===== src/rtl/exc_seq_pkg.sv =====
package exc_seq_pkg;

    localparam int FLAG_I = 2;
    localparam int FLAG_B = 4;
    localparam int FLAG_R = 5;
    localparam logic [7:0] MASK_I = 8'(1 << FLAG_I);
    localparam logic [7:0] MASK_B = 8'(1 << FLAG_B);
    localparam logic [7:0] MASK_R = 8'(1 << FLAG_R);

    localparam int ENTRY_STEPS  = 7;
    localparam int RETURN_STEPS = 6;
    localparam int STEP_W       = $clog2(ENTRY_STEPS);
    localparam int ENTRY_PUSH0  = ENTRY_STEPS - 5;
    localparam int RETURN_PULL0 = RETURN_STEPS - 3;

    typedef enum logic [2:0] {
        SRC_NONE,
        SRC_BRK,
        SRC_RTI,
        SRC_NMI,
        SRC_IRQ
    } src_e;

    typedef enum logic [3:0] {
        OP_WAIT,
        OP_PUSH_HI,
        OP_PUSH_LO,
        OP_PUSH_ST,
        OP_VEC_LO,
        OP_VEC_HI,
        OP_PULL_ST,
        OP_PULL_LO,
        OP_PULL_HI
    } op_e;

    typedef struct packed {
        logic [15:0] pc;
        logic [7:0]  sp;
        logic [7:0]  st;
    } ctx_t;

    function automatic op_e step_op(src_e s, logic [STEP_W-1:0] i);
        int k;
        k = int'(i);
        if (s == SRC_NONE) begin
            return OP_WAIT;
        end else if (s == SRC_RTI) begin
            if (k == RETURN_PULL0)     return OP_PULL_ST;
            if (k == RETURN_PULL0 + 1) return OP_PULL_LO;
            if (k == RETURN_PULL0 + 2) return OP_PULL_HI;
            return OP_WAIT;
        end else begin
            if (k == ENTRY_PUSH0)     return OP_PUSH_HI;
            if (k == ENTRY_PUSH0 + 1) return OP_PUSH_LO;
            if (k == ENTRY_PUSH0 + 2) return OP_PUSH_ST;
            if (k == ENTRY_PUSH0 + 3) return OP_VEC_LO;
            if (k == ENTRY_PUSH0 + 4) return OP_VEC_HI;
            return OP_WAIT;
        end
    endfunction

    function automatic logic [STEP_W-1:0] last_step(src_e s);
        return (s == SRC_RTI) ? STEP_W'(RETURN_STEPS - 1) : STEP_W'(ENTRY_STEPS - 1);
    endfunction

    function automatic logic [7:0] entry_status(src_e s, logic [7:0] st);
        case (s)
            SRC_BRK:          return st | MASK_B;
            SRC_IRQ, SRC_NMI: return st & ~MASK_B;
            default:          return st;
        endcase
    endfunction

endpackage


===== src/rtl/exc_nmi_latch.sv =====
module exc_nmi_latch (
    input  logic clk,
    input  logic rst,
    input  logic nmi_line,
    input  logic clear,
    output logic pending
);
    logic line_q;
    logic held_q;
    logic rise;

    assign rise    = nmi_line & ~line_q;
    assign pending = held_q | rise;

    always_ff @(posedge clk) begin
        if (rst) begin
            line_q <= 1'b0;
            held_q <= 1'b0;
        end else begin
            line_q <= nmi_line;
            held_q <= pending & ~clear;
        end
    end
endmodule


===== src/rtl/exc_step_ctr.sv =====
module exc_step_ctr #(
    parameter int STEP_W = 3
) (
    input  logic              clk,
    input  logic              rst,
    input  logic              launch,
    input  logic [STEP_W-1:0] last_idx,
    output logic              busy,
    output logic [STEP_W-1:0] idx,
    output logic              final_step
);
    logic              busy_q;
    logic [STEP_W-1:0] idx_q;

    assign busy       = busy_q;
    assign idx        = idx_q;
    assign final_step = busy_q && (idx_q == last_idx);

    always_ff @(posedge clk) begin
        if (rst) begin
            busy_q <= 1'b0;
            idx_q  <= '0;
        end else if (launch) begin
            busy_q <= 1'b1;
            idx_q  <= '0;
        end else if (final_step) begin
            busy_q <= 1'b0;
            idx_q  <= '0;
        end else if (busy_q) begin
            idx_q <= idx_q + 1'b1;
        end
    end
endmodule


===== src/rtl/exc_step_exec.sv =====
module exc_step_exec
    import exc_seq_pkg::*;
#(
    parameter logic [7:0] STACK_PAGE = 8'h01
) (
    input  op_e         op,
    input  ctx_t        ctx,
    input  logic [15:0] vec_base,
    input  logic [7:0]  mem_rdata,
    output logic [15:0] mem_addr,
    output logic        mem_we,
    output logic        mem_re,
    output logic [7:0]  mem_wdata,
    output ctx_t        ctx_nx
);
    logic [7:0] sp_up;
    logic [7:0] sp_dn;

    assign sp_up = ctx.sp + 8'd1;
    assign sp_dn = ctx.sp - 8'd1;

    always_comb begin
        ctx_nx    = ctx;
        mem_addr  = '0;
        mem_we    = 1'b0;
        mem_re    = 1'b0;
        mem_wdata = '0;
        case (op)
            OP_PUSH_HI: begin
                mem_we    = 1'b1;
                mem_addr  = {STACK_PAGE, ctx.sp};
                mem_wdata = ctx.pc[15:8];
                ctx_nx.sp = sp_dn;
            end
            OP_PUSH_LO: begin
                mem_we    = 1'b1;
                mem_addr  = {STACK_PAGE, ctx.sp};
                mem_wdata = ctx.pc[7:0];
                ctx_nx.sp = sp_dn;
            end
            OP_PUSH_ST: begin
                mem_we    = 1'b1;
                mem_addr  = {STACK_PAGE, ctx.sp};
                mem_wdata = ctx.st;
                ctx_nx.sp = sp_dn;
                ctx_nx.st = ctx.st | MASK_I;
            end
            OP_VEC_LO: begin
                mem_re         = 1'b1;
                mem_addr       = vec_base;
                ctx_nx.pc[7:0] = mem_rdata;
            end
            OP_VEC_HI: begin
                mem_re          = 1'b1;
                mem_addr        = vec_base + 16'd1;
                ctx_nx.pc[15:8] = mem_rdata;
            end
            OP_PULL_ST: begin
                mem_re    = 1'b1;
                mem_addr  = {STACK_PAGE, sp_up};
                ctx_nx.sp = sp_up;
                ctx_nx.st = mem_rdata | MASK_R;
            end
            OP_PULL_LO: begin
                mem_re         = 1'b1;
                mem_addr       = {STACK_PAGE, sp_up};
                ctx_nx.sp      = sp_up;
                ctx_nx.pc[7:0] = mem_rdata;
            end
            OP_PULL_HI: begin
                mem_re          = 1'b1;
                mem_addr        = {STACK_PAGE, sp_up};
                ctx_nx.sp       = sp_up;
                ctx_nx.pc[15:8] = mem_rdata;
            end
            default: begin
                ctx_nx = ctx;
            end
        endcase
    end
endmodule


===== src/rtl/exc_entry_seq.sv =====
module exc_entry_seq
    import exc_seq_pkg::*;
#(
    parameter logic [7:0]  STACK_PAGE  = 8'h01,
    parameter logic [15:0] NMI_VEC     = 16'hFFFA,
    parameter logic [15:0] IRQ_VEC     = 16'hFFFE,
    parameter int          BRK_ADVANCE = 2
) (
    input  logic        clk,
    input  logic        rst,
    input  logic        brk_go,
    input  logic        rti_go,
    input  logic        irq_req,
    input  logic        nmi_req,
    input  logic [15:0] cur_pc,
    input  logic [7:0]  cur_sp,
    input  logic [7:0]  cur_st,
    output logic [15:0] mem_addr,
    output logic        mem_we,
    output logic        mem_re,
    output logic [7:0]  mem_wdata,
    input  logic [7:0]  mem_rdata,
    output logic        busy,
    output logic        done,
    output logic [15:0] new_pc,
    output logic [7:0]  new_sp,
    output logic [7:0]  new_st
);
    src_e              pick;
    src_e              src_q;
    logic              launch;
    logic              nmi_pend;
    logic [STEP_W-1:0] idx;
    logic              final_step;
    logic              done_q;
    op_e               op;
    ctx_t              ctx_q;
    ctx_t              ctx_nx;
    logic [15:0]       vec_base;

    exc_nmi_latch u_nmi (
        .clk      (clk),
        .rst      (rst),
        .nmi_line (nmi_req),
        .clear    (pick == SRC_NMI),
        .pending  (nmi_pend)
    );

    always_comb begin
        pick = SRC_NONE;
        if (!busy) begin
            if (brk_go)                          pick = SRC_BRK;
            else if (rti_go)                     pick = SRC_RTI;
            else if (nmi_pend)                   pick = SRC_NMI;
            else if (irq_req && !cur_st[FLAG_I]) pick = SRC_IRQ;
        end
    end

    assign launch = (pick != SRC_NONE);

    exc_step_ctr #(.STEP_W(STEP_W)) u_ctr (
        .clk        (clk),
        .rst        (rst),
        .launch     (launch),
        .last_idx   (last_step(src_q)),
        .busy       (busy),
        .idx        (idx),
        .final_step (final_step)
    );

    assign op       = busy ? step_op(src_q, idx) : OP_WAIT;
    assign vec_base = (src_q == SRC_NMI) ? NMI_VEC : IRQ_VEC;

    exc_step_exec #(.STACK_PAGE(STACK_PAGE)) u_exec (
        .op        (op),
        .ctx       (ctx_q),
        .vec_base  (vec_base),
        .mem_rdata (mem_rdata),
        .mem_addr  (mem_addr),
        .mem_we    (mem_we),
        .mem_re    (mem_re),
        .mem_wdata (mem_wdata),
        .ctx_nx    (ctx_nx)
    );

    always_ff @(posedge clk) begin
        if (rst) begin
            src_q  <= SRC_NONE;
            ctx_q  <= '0;
            done_q <= 1'b0;
        end else begin
            done_q <= final_step;
            if (launch) begin
                src_q    <= pick;
                ctx_q.pc <= (pick == SRC_BRK) ? cur_pc + 16'(BRK_ADVANCE) : cur_pc;
                ctx_q.sp <= cur_sp;
                ctx_q.st <= entry_status(pick, cur_st);
            end else if (busy) begin
                ctx_q <= ctx_nx;
            end
        end
    end

    assign done   = done_q;
    assign new_pc = ctx_q.pc;
    assign new_sp = ctx_q.sp;
    assign new_st = ctx_q.st;
endmodule


===== config.mk =====
export PLATFORM = sky130hd
export DESIGN_NAME = exc_entry_seq
export DESIGN_NICKNAME = d
export VERILOG_FILES = /design/src/rtl/exc_seq_pkg.sv /design/src/rtl/exc_nmi_latch.sv /design/src/rtl/exc_step_ctr.sv /design/src/rtl/exc_step_exec.sv /design/src/rtl/exc_entry_seq.sv
export SDC_FILE = /design/constraint.sdc
export NUM_CORES = 1
export LEC_CHECK = 0
export CAP_MARGIN = 10
export CORE_MARGIN = 2
export CORE_UTILIZATION = 47
export DETAILED_ROUTE_END_ITERATION = 8
export HOLD_SLACK_MARGIN = 0.05
export PLACE_DENSITY = 0.93
export SLEW_MARGIN = 5
export SYNTH_ARGS = -nofsm -noshare
export SYNTH_HDL_FRONTEND = slang
export SYNTH_SLANG_ARGS = --single-unit

===== constraint.sdc =====
create_clock -name clk -period 3.2 [get_ports clk]
set_clock_uncertainty 0.1 [all_clocks]
set_input_delay 0.64 -clock clk [delete_from_list [all_inputs] [get_ports clk]]
set_output_delay 0.64 -clock clk [all_outputs]
set_load 0.05 [all_outputs]

-- Word level (Yosys, flattened, before mapping)
Index checks and enable logic that the tools add are counted.
- output and inout bits: 60
- word-level logic and storage cells: 141
- input bits: 46
- bits in registers: 42
- equality and inequality tests: 20
- reduce and logical (&&, ||, !) cells: 24
- add/subtract/negate cells: 5
- muxes and demuxes: 76
- bitwise operators: 5
- operators by type and width (kind ; number):
    4-bit 2-to-1 mux ; 21
    32-bit 2-to-1 mux ; 2
    16-bit one-hot mux with 4 select lines ; 1
    1-bit 2-to-1 mux ; 38
    8-bit one-hot mux with 2 select lines ; 2
    8-bit one-hot mux with 3 select lines ; 1
    3-bit 2-to-1 mux ; 6
    16-bit by 2-bit adder with 16-bit output, second input constant ; 1
    4-bit by 3-bit == test with 1-bit output, second input constant ; 4
    16-bit 2-to-1 mux ; 1
    8-bit 2-to-1 mux ; 2
    3-bit == test, second input constant ; 5
    3-bit by 2-bit == test with 1-bit output, second input constant ; 4
    5-bit one-hot mux with 2 select lines ; 1
    2-bit nonzero test ; 5
    3-bit nonzero test ; 3
    3-bit OR reduction ; 3
    8-bit by 1-bit adder with 8-bit output, second input constant ; 1
    4-bit by 2-bit == test with 1-bit output, second input constant ; 2
    2-bit AND reduction ; 4
    8-bit by 1-bit subtractor with 8-bit output, second input constant ; 1
    2-bit OR reduction ; 3
    4-bit by 2-bit adder with 5-bit output, second input constant ; 1
    5-bit OR reduction ; 1
    14 further kinds ; 17

-- Depth between registers and ports, before layout
Gate-level depths: netlist (run 1).
- depth after elaboration: 35
- depth in mapped cells: 10
- mapped depth without buffers: 8

-- Modules after synthesis
A second synthesis (run 1) with hierarchy kept.
- cell total of the unflattened synthesis: 516
- area total of the unflattened synthesis: 3968.8 µm²
- by module, submodules not included (module ; instances ; sequential area each (µm²) ; area an instance (µm²) ; cells an instance):
    exc_entry_seq ; 1 ; 720.7 ; 2113.3 ; 255
    exc_step_exec ; 1 ; 0.0 ; 1530.2 ; 224
    exc_step_ctr ; 1 ; 80.1 ; 247.7 ; 30
    exc_nmi_latch ; 1 ; 40.0 ; 77.6 ; 7

-- Worst setup path before layout (run 1)
No wires, ideal clock.
- path kind: register to output
- start: reg u_ctr.busy_q, in the netlist u_ctr.busy
- end: out mem_addr[7]
- required time: 2.460 ns
- path slack: -1.108 ns
- arrival time: 3.568 ns
- stages on the path, launching flop included: 8
- buffers on the path: 3
- cell sequence: dfxtp_1 clkbuf_1 and2_1 a2bb2oi_1 nand2b_1 buf_2 buf_2 o311ai_0
- longest elaborated chain between the ends: 4
- elaborated cells between the ends (all ways): 12
- those cells by class: 8 x eq/ne; 2 x mux; 2 x reduce/logical
- RTL lines (item ; RTL line ; RTL):
    from (decl) ; exc_step_ctr.sv:12 ; logic busy_q;
    from (signal assigned) ; exc_step_ctr.sv:21 ; busy_q <= 1'b0;
    from (signal assigned) ; exc_step_ctr.sv:24 ; busy_q <= 1'b1;
    from (signal assigned) ; exc_step_ctr.sv:27 ; busy_q <= 1'b0;
    4-bit 2-to-1 mux (*) ; exc_entry_seq.sv:71 ; assign op = busy ? step_op(src_q, idx) : OP_WAIT;
    4-bit by 3-bit == test with 1-bit output (tied with other cells) ; exc_step_exec.sv:28 ; case (op)
    3-bit OR reduction (no line) ; -- ;
    16-bit one-hot mux with 4 select lines (*) ; exc_step_exec.sv:28 ;
    to (decl) ; exc_entry_seq.sv:18 ; output logic [15:0] mem_addr,
Mark *: on every way between the ends. The rest lies on a longest branch, timed or not.

-- Worst setup path after layout (run 1)
- start: reg src_q[1]
- end: out mem_addr[2]
- longest elaborated chain between the ends: 7
- elaborated cells between the ends (all ways): 19
- those cells by class: 1 x add/sub; 10 x eq/ne; 5 x mux; 3 x reduce/logical
- RTL lines (item ; RTL line ; RTL):
    from (decl) ; exc_entry_seq.sv:30 ; src_e src_q;
    from (signal assigned) ; exc_entry_seq.sv:94 ; src_q <= pick;
    3-bit by 2-bit == test with 1-bit output ; exc_seq_pkg.sv:47 ; end else if (s == SRC_RTI) begin
    4-bit 2-to-1 mux ; exc_seq_pkg.sv:47 ;
    4-bit 2-to-1 mux ; exc_seq_pkg.sv:45 ; if (s == SRC_NONE) begin
    4-bit 2-to-1 mux ; exc_entry_seq.sv:71 ;
    4-bit by 3-bit == test with 1-bit output (tied with other cells) ; exc_step_exec.sv:28 ;
    3-bit OR reduction (no line) ; -- ;
    16-bit one-hot mux with 4 select lines (*) ; exc_step_exec.sv:28 ;
Marked as above.

==> results.md, run 1 <==
- Most frequent cells in the layout: 79 x clkdlybuf4s50_1, 41 x nor2_1, 40 x buf_4
- Cell Chain, Critical Path: or3b_4 -> a311oi_1 -> a211o_1 -> nor2b_4 -> o21ai_0 -> o211ai_1 -> buf_12
- Fillers: 530
- Number of flops mapped to enable cells by yosys: 0
- Die width: 87.7 um
- H-tree depth: 2
- Ys async rst share: 0%
- # DRC: 0
- Ys Warns: 0
- Nets: 590
- Cells after Synth: 426
- Status: finished clean
- Post-DP HPWL: 8.71 mm
- Post-Route WL: 11.3 mm
- Final ANT Viol Nets: 0
- Die Y: 87.7 um
- Worst Setup End Kind: output pin
- Detailed-router iteration count before antenna repair: 5
- Required time of the critical path: 2.46 ns
- Leak: 1.84 nW
- IO Pins: 106
- Clock sinks: 42
- Pint: 1.02 mW
- Crit path largest cell delay: 0.45 ns
- Switching Share: 39.7%
- N_diodes: 0
- Worst-Margin Slew: 0.931 ns
- Max Freq: 318 MHz
- Total power: 1.69 mW
- Largest net degree at the start of global routing: 34
- Crit share post-route: 98.1%
- Vias post-DR: 3813
- CTS buffer count: 5
- Share of power burned in the clock network: 21.7%
- Initial antenna violation count: 0
- Initial DRC count: 216
- RSZ-0062 raised after global routing: no
- Commonest non-fill, non-tap cell in the layout: clkdlybuf4s50_1
- Crit start category: register
- Syn_area_per_cell: 7.73 sq um
- Fin. Hold Viols: 0
- Worst-Skew Late Latency: 0.30 ns
- HP Class: register to register
- CP arrival: 2.40 ns
- Logic pwr share: 40.0%
- Netlist Area Pre-Place: 3290 sq um
- Gpl congestion: 0.975
- Setup Viol. Count Final: 0
- Critical path's top delay family: compound AO/OA/AOI/OAI gates
- CTS clk-pin slew, worst paths: 0.08 ns
- Vias per std cell: 6.02
- Root Buffer: clkbuf_8
- Number of synthesized register bits: 42
- Grt total ovfl: 0
- GRT Util Overall: 29.2%
- Slew Limit Headroom: 37.5%
- Die area: 7690 sq um
- CP Class: register to output pin
- Max FO, Critical Path: 6
- Layout cell share with drive strength beyond 1: 22.2%
- CP bufs+invs: 1
- Routed len/inst: 17.9 um
- Synth cell types: 71
- Port bufs: 105
- Starting Density: 48.5%
- Max cap viols: 0
- CTS tree: yes
- Reg power frac: 38.3%
- Tmin final: 3.14 ns
- First-pass GRT wire length: 17.7 mm
- Slew Limit Fails: 0
- FP Rows: 30
- Core footprint: 6790 sq um
- Max VDD drop: 0.205 mV
- Synth Flop Type: dfxtp_1
- Area delta synth->final: 51.5%
- Sum of negative setup slack: 0 ns
- Syn_nets: 480
- Worst path slowest cell: or3b_4
- Vias in the first global route: 3604
- Switch Pwr: 0.672 mW
- CTS max path bufs: 2
- Seq/Total Area, Yosys: 25.5%
- Pwr per Cell Area: 339 nW/um^2
-- worst register-to-register path, cell delays in order, from the launching register on --
cell	delay, ns
dfxtp_4	0.37
ha_4	0.18
ha_4	0.17
nor2_1	0.11
a311oi_1	0.11
a211o_1	0.35
buf_4	0.20
o211a_1	0.38
or4_1	0.46
o211ai_1	0.17
-- per-layer routing --
| layer | global-route usage (%) | wire length (um) | vias to the layer above |
|---|---|---|---|
| li1 | - | - | 1789 |
| met1 | 37.3 | 4600 | 1802 |
| met2 | 50.1 | 5690 | 203 |
| met3 | 5.28 | 844 | 19 |
| met4 | 8.95 | 208 | 0 |
| met5 | 0 | 0 | - |
-- sequential cells by signal, summed over array words and instances (netlist names) --
signal        cells
new_st            8
done              1
u_ctr.busy        1
u_nmi.line_q      1
u_ctr.idx         3
new_pc           16
src_q             3
new_sp            8
u_nmi.held_q      1
-- area by class of cell --
type	count	area [sq um]	share of cell area, %
clock buffer	7	86.3	1.73
clock inverter	1	8.76	0.175
inverter	14	55.1	1.10
multi-input combinational	333	2360	47.2
sequential	42	853	17.1
tap	96	120	2.41
timing repair buffer	140	1510	30.3
-- cells in the mapped netlist (all sizes together) (11+ instances only) --
cell | number | share of area (%)
mux2i | 22 | 6.7
clkbuf | 22 | 2.5
dfxtp | 42 | 26
buf | 15 | 3.0
a211oi | 11 | 3.3
o21ai | 20 | 3.4
a21oi | 29 | 4.4
nand2 | 37 | 4.2
nand3 | 18 | 2.7
inv | 12 | 1.4
nand4 | 12 | 2.3
nor2 | 50 | 5.9
-- metrics by stage --
stage / setup WS (ns) / instance area (sq um) / hold slack, ns / utilization (%) / std cells
3_5_place_dp: -0.0169 / 4780 / 0.379 / 70.3 / 621
4_1_cts: 0.0192 / 4950 / 0.408 / 72.9 / 633
6_report: 0.0592 / 4990 / 0.406 / 73.5 / 633
5_1_grt: 0.000701 / 4990 / 0.431 / 73.5 / 633
3_3_place_gp: 0.0956 / 4780 / 0.358 / 70.3 / 621
2_1_floorplan: -0.224 / 3350 / 0.404 / - / 426
-- worst paths after layout --
path	from	to	slack [ns]	cells after the start
worst max-delay path	src_q[1]$_SDFFE_PP0N_	mem_addr[2]	0.06	7
worst min-delay path	new_pc[8]$_SDFFE_PP0P_	new_pc[8]$_SDFFE_PP0P_	0.41	2
worst max register to register	u_ctr.idx[0]$_SDFFE_PP0P_	new_sp[7]$_SDFFE_PP0P_	0.54	9
worst min register to register	new_pc[8]$_SDFFE_PP0P_	new_pc[8]$_SDFFE_PP0P_	0.41	2
-- cell families (layout without fill, tap and decap cells) --
logic type      count (synthesis)  after routing  synth area share [%]
simple gates                  166            166                  25.8
xor+xnor                       13             13                  3.46
mux                            23             23                  7.03
fa+ha+maj                       8              8                  3.04
compound gates                123            123                  28.0
flops                          42             42                  25.5
buf+inv                        51            162                  7.10
-- power by group through the flow --
stage / clock network [mW] / logic (mW) / registers (mW)
5_1_grt: 0.391 / 0.719 / 0.655
4_1_cts: 0.370 / 0.671 / 0.646
3_3_place_gp: 0 / 0.650 / 0.654
6_report: 0.368 / 0.678 / 0.649
3_5_place_dp: 0 / 0.662 / 0.657
2_1_floorplan: 0 / 0.281 / 0.789
-- repair_timing --
| action | CTS | global route |
|---|---|---|
| resized for setup | 15 | 15 |
| setup endpoints to repair | 16 | 15 |
| hold buffers | 0 | 0 |
| buffers inserted | 4 | 0 |
| pin swaps | 2 | 4 |
No activity file was read; power rests on OpenSTA's default activity.
==> run 2: changes to the inputs <==
==> constraint.sdc (replaced) <==
create_clock -name clk -period 3.2 [get_ports clk]
set_clock_uncertainty 0.1 [all_clocks]
set_input_delay 0.48 -clock clk [delete_from_list [all_inputs] [get_ports clk]]
set_output_delay 0.48 -clock clk [all_outputs]
set_load 0.05 [all_outputs]
==> results.md, run 2 (synthesis results as in run 1) <==
- Initial DRC count: 301
- Worst Setup End Kind: output pin
- Critical path's top delay family: simple AND/OR/NAND/NOR gates
- Fillers: 484
- Pre-CTS setup slack: -0.00664 ns
- Slew Limit Fails: 0
- Max Freq: 321 MHz
- CP Class: register to output pin
- Crit path largest cell delay: 0.42 ns
- CTS buffer count: 5
- Layout cell share with drive strength beyond 1: 18.0%
- Number of flip-flops in the largest register: 16
- N_diodes: 0
- Max cap viols: 0
- Register area: 846 sq um
- Port bufs: 105
- Worst-Margin Slew: 0.850 ns
- IO Pins: 106
- GRT Util Overall: 29.0%
- CP bufs+invs: 2
- CTS clk-pin slew, worst paths: 0.09 ns
- Placed insts: 610
- Crit start category: register
- Fin. Hold Viols: 0
- CP arrival: 2.53 ns
- FP Rows: 30
- Leak: 1.78 nW
- Cell Chain, Critical Path: inv_1 -> ha_2 -> and3b_2 -> a31oi_4 -> or2_4 -> mux2i_1 -> or2_2 -> a21oi_2 -> buf_12
- Largest net degree at the start of global routing: 28
- Hold slack: 0.388 ns
- Worst-Skew Late Latency: 0.30 ns
- Die area: 7690 sq um
- Die Y: 87.7 um
- Final ANT Viol Nets: 0
- Clock sinks: 42
- H-tree depth: 2
- Detailed-router iteration count before antenna repair: 4
- Setup Viol. Count Final: 0
- Starting Density: 48.5%
- CTS tree: yes
- Worst path slowest cell: dfxtp_2
- Status: finished clean
- Total power: 1.76 mW
- CTS max path bufs: 2
- First-pass GRT wire length: 17.7 mm
- Vias in the first global route: 3559
- Max FO, Critical Path: 7
- Vias per std cell: 6.13
- Most frequent cells in the layout: 79 x clkdlybuf4s50_1, 47 x nor2_1, 38 x dfxtp_1
- # DRC: 0
- Crit share post-route: 97.2%
- Vias post-DR: 3788
- Routed len/inst: 18.4 um
- Core footprint: 6790 sq um
- Pwr per Cell Area: 362 nW/um^2
- Slew Limit Headroom: 42.9%
- Post-DP HPWL: 8.61 mm
- Required time of the critical path: 2.62 ns
- Max VDD drop: 0.180 mV
- Sum of negative setup slack: 0 ns
- RSZ-0062 raised after global routing: no
- Post-Route WL: 11.4 mm
- Tmin final: 3.11 ns
- Area delta synth->final: 47.9%
- Nets: 576
- Setup ws final: 0.0883 ns
- Root Buffer: clkbuf_8
- Layout Cells excl Fill: 618
- Gpl congestion: 0.968
- Die width: 87.7 um
- HP Class: register to register
- Grt total ovfl: 0
- Multi-input gate area: 2330 sq um
- Initial antenna violation count: 0
- Commonest non-fill, non-tap cell in the layout: clkdlybuf4s50_1
[run 2: final timing paths]
path                                  end  depth (start not counted)  slack [ns]                 startpoint
setup / recovery             mem_wdata[1]                          9        0.09  u_ctr.idx[2]$_SDFFE_PP0P_
hold / removal    new_pc[12]$_SDFFE_PP0P_                          2        0.39    new_pc[12]$_SDFFE_PP0P_
setup reg to reg   new_sp[7]$_SDFFE_PP0P_                          9        0.38  u_ctr.idx[2]$_SDFFE_PP0P_
hold reg to reg   new_pc[12]$_SDFFE_PP0P_                          2        0.39    new_pc[12]$_SDFFE_PP0P_
[run 2: layer usage]
layer  share of wire, %  global-route usage, %
met5                  0                      0
met4                3.3                   11.9
met3                7.5                   4.43
met2                 49                   49.7
met1                 41                   36.3
[run 2: timing repair]
item | 4_1_cts | 5_1_grt
resized for setup | 14 | 12
gates cloned | 0 | 0
buffers inserted | 0 | 1
hold buffers | 0 | 0
pin swaps | 0 | 1
setup endpoints to repair | 17 | 15
[run 2: cell type report]
class	instances	share of cell area, %
Clock buffer	6	1.69
Clock inverter	1	0.616
Inverter	14	1.10
Multi-Input combinational cell	333	47.9
Sequential cell	42	17.4
Tap cell	96	2.47
Timing Repair Buffer	126	28.9
[run 2: metrics by stage]
stage          cell area [sq um]  util, %
3_5_place_dp                4660     68.6
3_3_place_gp                4660     68.6
6_report                    4870     71.7
2_1_floorplan               3310        -
5_1_grt                     4870     71.7
4_1_cts                     4810     70.8
[run 2: power breakdown]
part / switching (mW) / leakage, nW / internal, mW
sequential: 0.0772 / 0.350 / 0.576
combinational: 0.405 / 1.37 / 0.265
clock: 0.191 / 0.0573 / 0.250
total: 0.673 / 1.78 / 1.09
[run 2: tightest hold or removal path: stages (launching register included)]
cell     delay, ns
dfxtp_1       0.33
nand2_1       0.06
a21oi_1       0.05
==> run 3: changes to the inputs <==
--- a/config.mk
+++ b/config.mk
@@ -5,12 +5,14 @@
 export SDC_FILE = /design/constraint.sdc
 export NUM_CORES = 1
 export LEC_CHECK = 0
+export ABC_CLOCK_PERIOD_IN_PS = 3200
 export CAP_MARGIN = 10
 export CORE_MARGIN = 2
 export CORE_UTILIZATION = 47
 export DETAILED_ROUTE_END_ITERATION = 8
 export HOLD_SLACK_MARGIN = 0.05
-export PLACE_DENSITY = 0.93
+export PLACE_DENSITY = 0.81
+export SKIP_CTS_REPAIR_TIMING = 1
 export SLEW_MARGIN = 5
 export SYNTH_ARGS = -nofsm -noshare
 export SYNTH_HDL_FRONTEND = slang
==> results.md, run 3 (synthesis results as in run 1) <==
- Crit start category: register
- CTS buffer count: 5
- Slew Limit Headroom: 63.3%
- Crit path largest cell delay: 0.39 ns
- Die width: 87.7 um
- Vias per std cell: 6.01
- Commonest non-fill, non-tap cell in the layout: clkdlybuf4s50_1
- Gpl congestion: 0.966
- Slew Limit Fails: 0
- CTS max path bufs: 2
- FP Rows: 30
- Layout Cells excl Fill: 624
- Tmin final: 3.12 ns
- Worst-Margin Slew: 0.548 ns
- Final ANT Viol Nets: 0
- Max cap viols: 0
- Pre-CTS setup slack: -0.0596 ns
- Area after DPL: 4690 sq um
- Die area: 7690 sq um
- Core footprint: 6790 sq um
- Worst-Skew Late Latency: 0.30 ns
- Setup ws final: 0.0801 ns
- Hold path cells: 2
- # DRC: 0
- Fillers: 530
- Worst Setup End Kind: output pin
- R2R depth: 9
- CTS clk-pin slew, worst paths: 0.08 ns
- Reg2reg start: u_ctr.idx[0]$_SDFFE_PP0P_
- GRT Util Overall: 28.6%
- Largest net degree at the start of global routing: 32
- Root Buffer: clkbuf_8
- Design area: 4860 sq um
- Worst path slowest cell: dfxtp_2
- Post-Route WL: 11.0 mm
- Clock sinks: 42
- Initial antenna violation count: 0
- N_diodes: 0
- Layout cell share with drive strength beyond 1: 17.8%
- Area delta synth->final: 47.6%
- First-pass GRT wire length: 17.4 mm
- Vias in the first global route: 3558
- Status: finished clean
- CP dominant cell by count: ha_2
- H-tree depth: 2
- IO Pins: 106
- Number of flip-flops in the largest register: 16
- Die Y: 87.7 um
- Cell Chain, Critical Path: ha_2 -> ha_2 -> and3b_2 -> a31oi_4 -> or2_4 -> mux2i_1 -> or2_2 -> a21oi_4 -> buf_12
- CP arrival: 2.54 ns
- Routed len/inst: 17.7 um
- Required time of the critical path: 2.62 ns
- HP Start: new_pc[11]$_SDFFE_PP0P_
- Port bufs: 105
- CP Class: register to output pin
- Setup Viol. Count Final: 0
- Placed insts: 613
- Max FO, Critical Path: 6
- Most frequent cells in the layout: 79 x clkdlybuf4s50_1, 48 x nor2_1, 39 x dfxtp_1
- Vias post-DR: 3751
- Reg2Reg Setup Slack: 0.52 ns
- CTS tree: yes
- Crit share post-route: 97.5%
- Initial DRC count: 283
- Max VDD drop: 0.179 mV
- Post-DP HPWL: 8.48 mm
- Nets: 581
- Max Freq: 321 MHz
- Starting Density: 48.5%
- RSZ-0062 raised after global routing: yes
- Grt total ovfl: 0
- Fin. Hold Viols: 0
- HP Class: register to register
- Detailed-router iteration count before antenna repair: 5
- Pwr per Cell Area: 344 nW/um^2
- Hold slack: 0.384 ns
- Hold Path Sink: new_pc[11]$_SDFFE_PP0P_
- FF-to-FF End: new_sp[7]$_SDFFE_PP0P_
- Leak: 1.80 nW
==> run 3: layout make-up <==
class | instances | area (sq um) | area share, %
Tap cell | 96 | 120 | 2.47
Sequential cell | 42 | 845 | 17.4
Timing Repair Buffer | 131 | 1460 | 30.0
Inverter | 14 | 52.6 | 1.08
Multi-Input combinational cell | 333 | 2300 | 47.3
Clock buffer | 6 | 72.6 | 1.49
Clock inverter | 2 | 13.8 | 0.283
==> run 3: worst max-delay path, delay by kind of cell (launching register included) <==
kind                       cells  cell delay [ns]
and+or+nand+nor                3             0.78
adders and majority gates      2             0.45
DFF                            1             0.39
AOI/OAI and AO/OA              2             0.39
buffers and inverters          1             0.16
muxes                          1             0.08
==> run 3: routing by layer <==
metal | global-route usage (%) | vias to the layer above | routed length [um]
li1 | - | 1770 | -
met1 | 37.9 | 1753 | 4720
met2 | 46.1 | 200 | 5240
met3 | 4.24 | 28 | 771
met4 | 12.6 | 0 | 282
met5 | 0 | - | 0
==> run 3: through the flow <==
| stage | utilization, % | power (mW) | TNS (ns) |
|---|---|---|---|
| finish | 71.6 | 1.67 | 0 |
| detailed placement | 69.1 | 1.31 | -0.302 |
| global route | 71.6 | 1.75 | -0.0365 |
| global placement | 69.1 | 1.30 | 0 |
| CTS | 70.4 | 1.67 | -5.52 |
| floorplan | - | 1.07 | -1.19 |
==> run 3: worst max path at each step <==
| stage | start | to | slack [ns] | depth (start not counted) |
|---|---|---|---|---|
| 2_1_floorplan | u_ctr.idx[0]$_SDFFE_PP0P_ | mem_wdata[0] | -0.17 | 7 |
| 3_3_place_gp | u_ctr.idx[0]$_SDFFE_PP0P_ | mem_wdata[0] | 0.14 | 8 |
| 3_5_place_dp | u_ctr.idx[0]$_SDFFE_PP0P_ | mem_wdata[0] | -0.06 | 8 |
| 4_1_cts | u_ctr.idx[0]$_SDFFE_PP0P_ | mem_wdata[0] | -0.43 | 8 |
| 5_1_grt | u_ctr.idx[0]$_SDFFE_PP0P_ | mem_wdata[1] | -0.02 | 9 |
| 6_report | u_ctr.idx[0]$_SDFFE_PP0P_ | mem_wdata[1] | 0.08 | 9 |
==> run 3: where the power goes <==
group	leakage (nW)	switching, mW	internal, mW
Combinational	1.41	0.399	0.264
Clock	0.0452	0.203	0.154
Sequential	0.349	0.0768	0.576
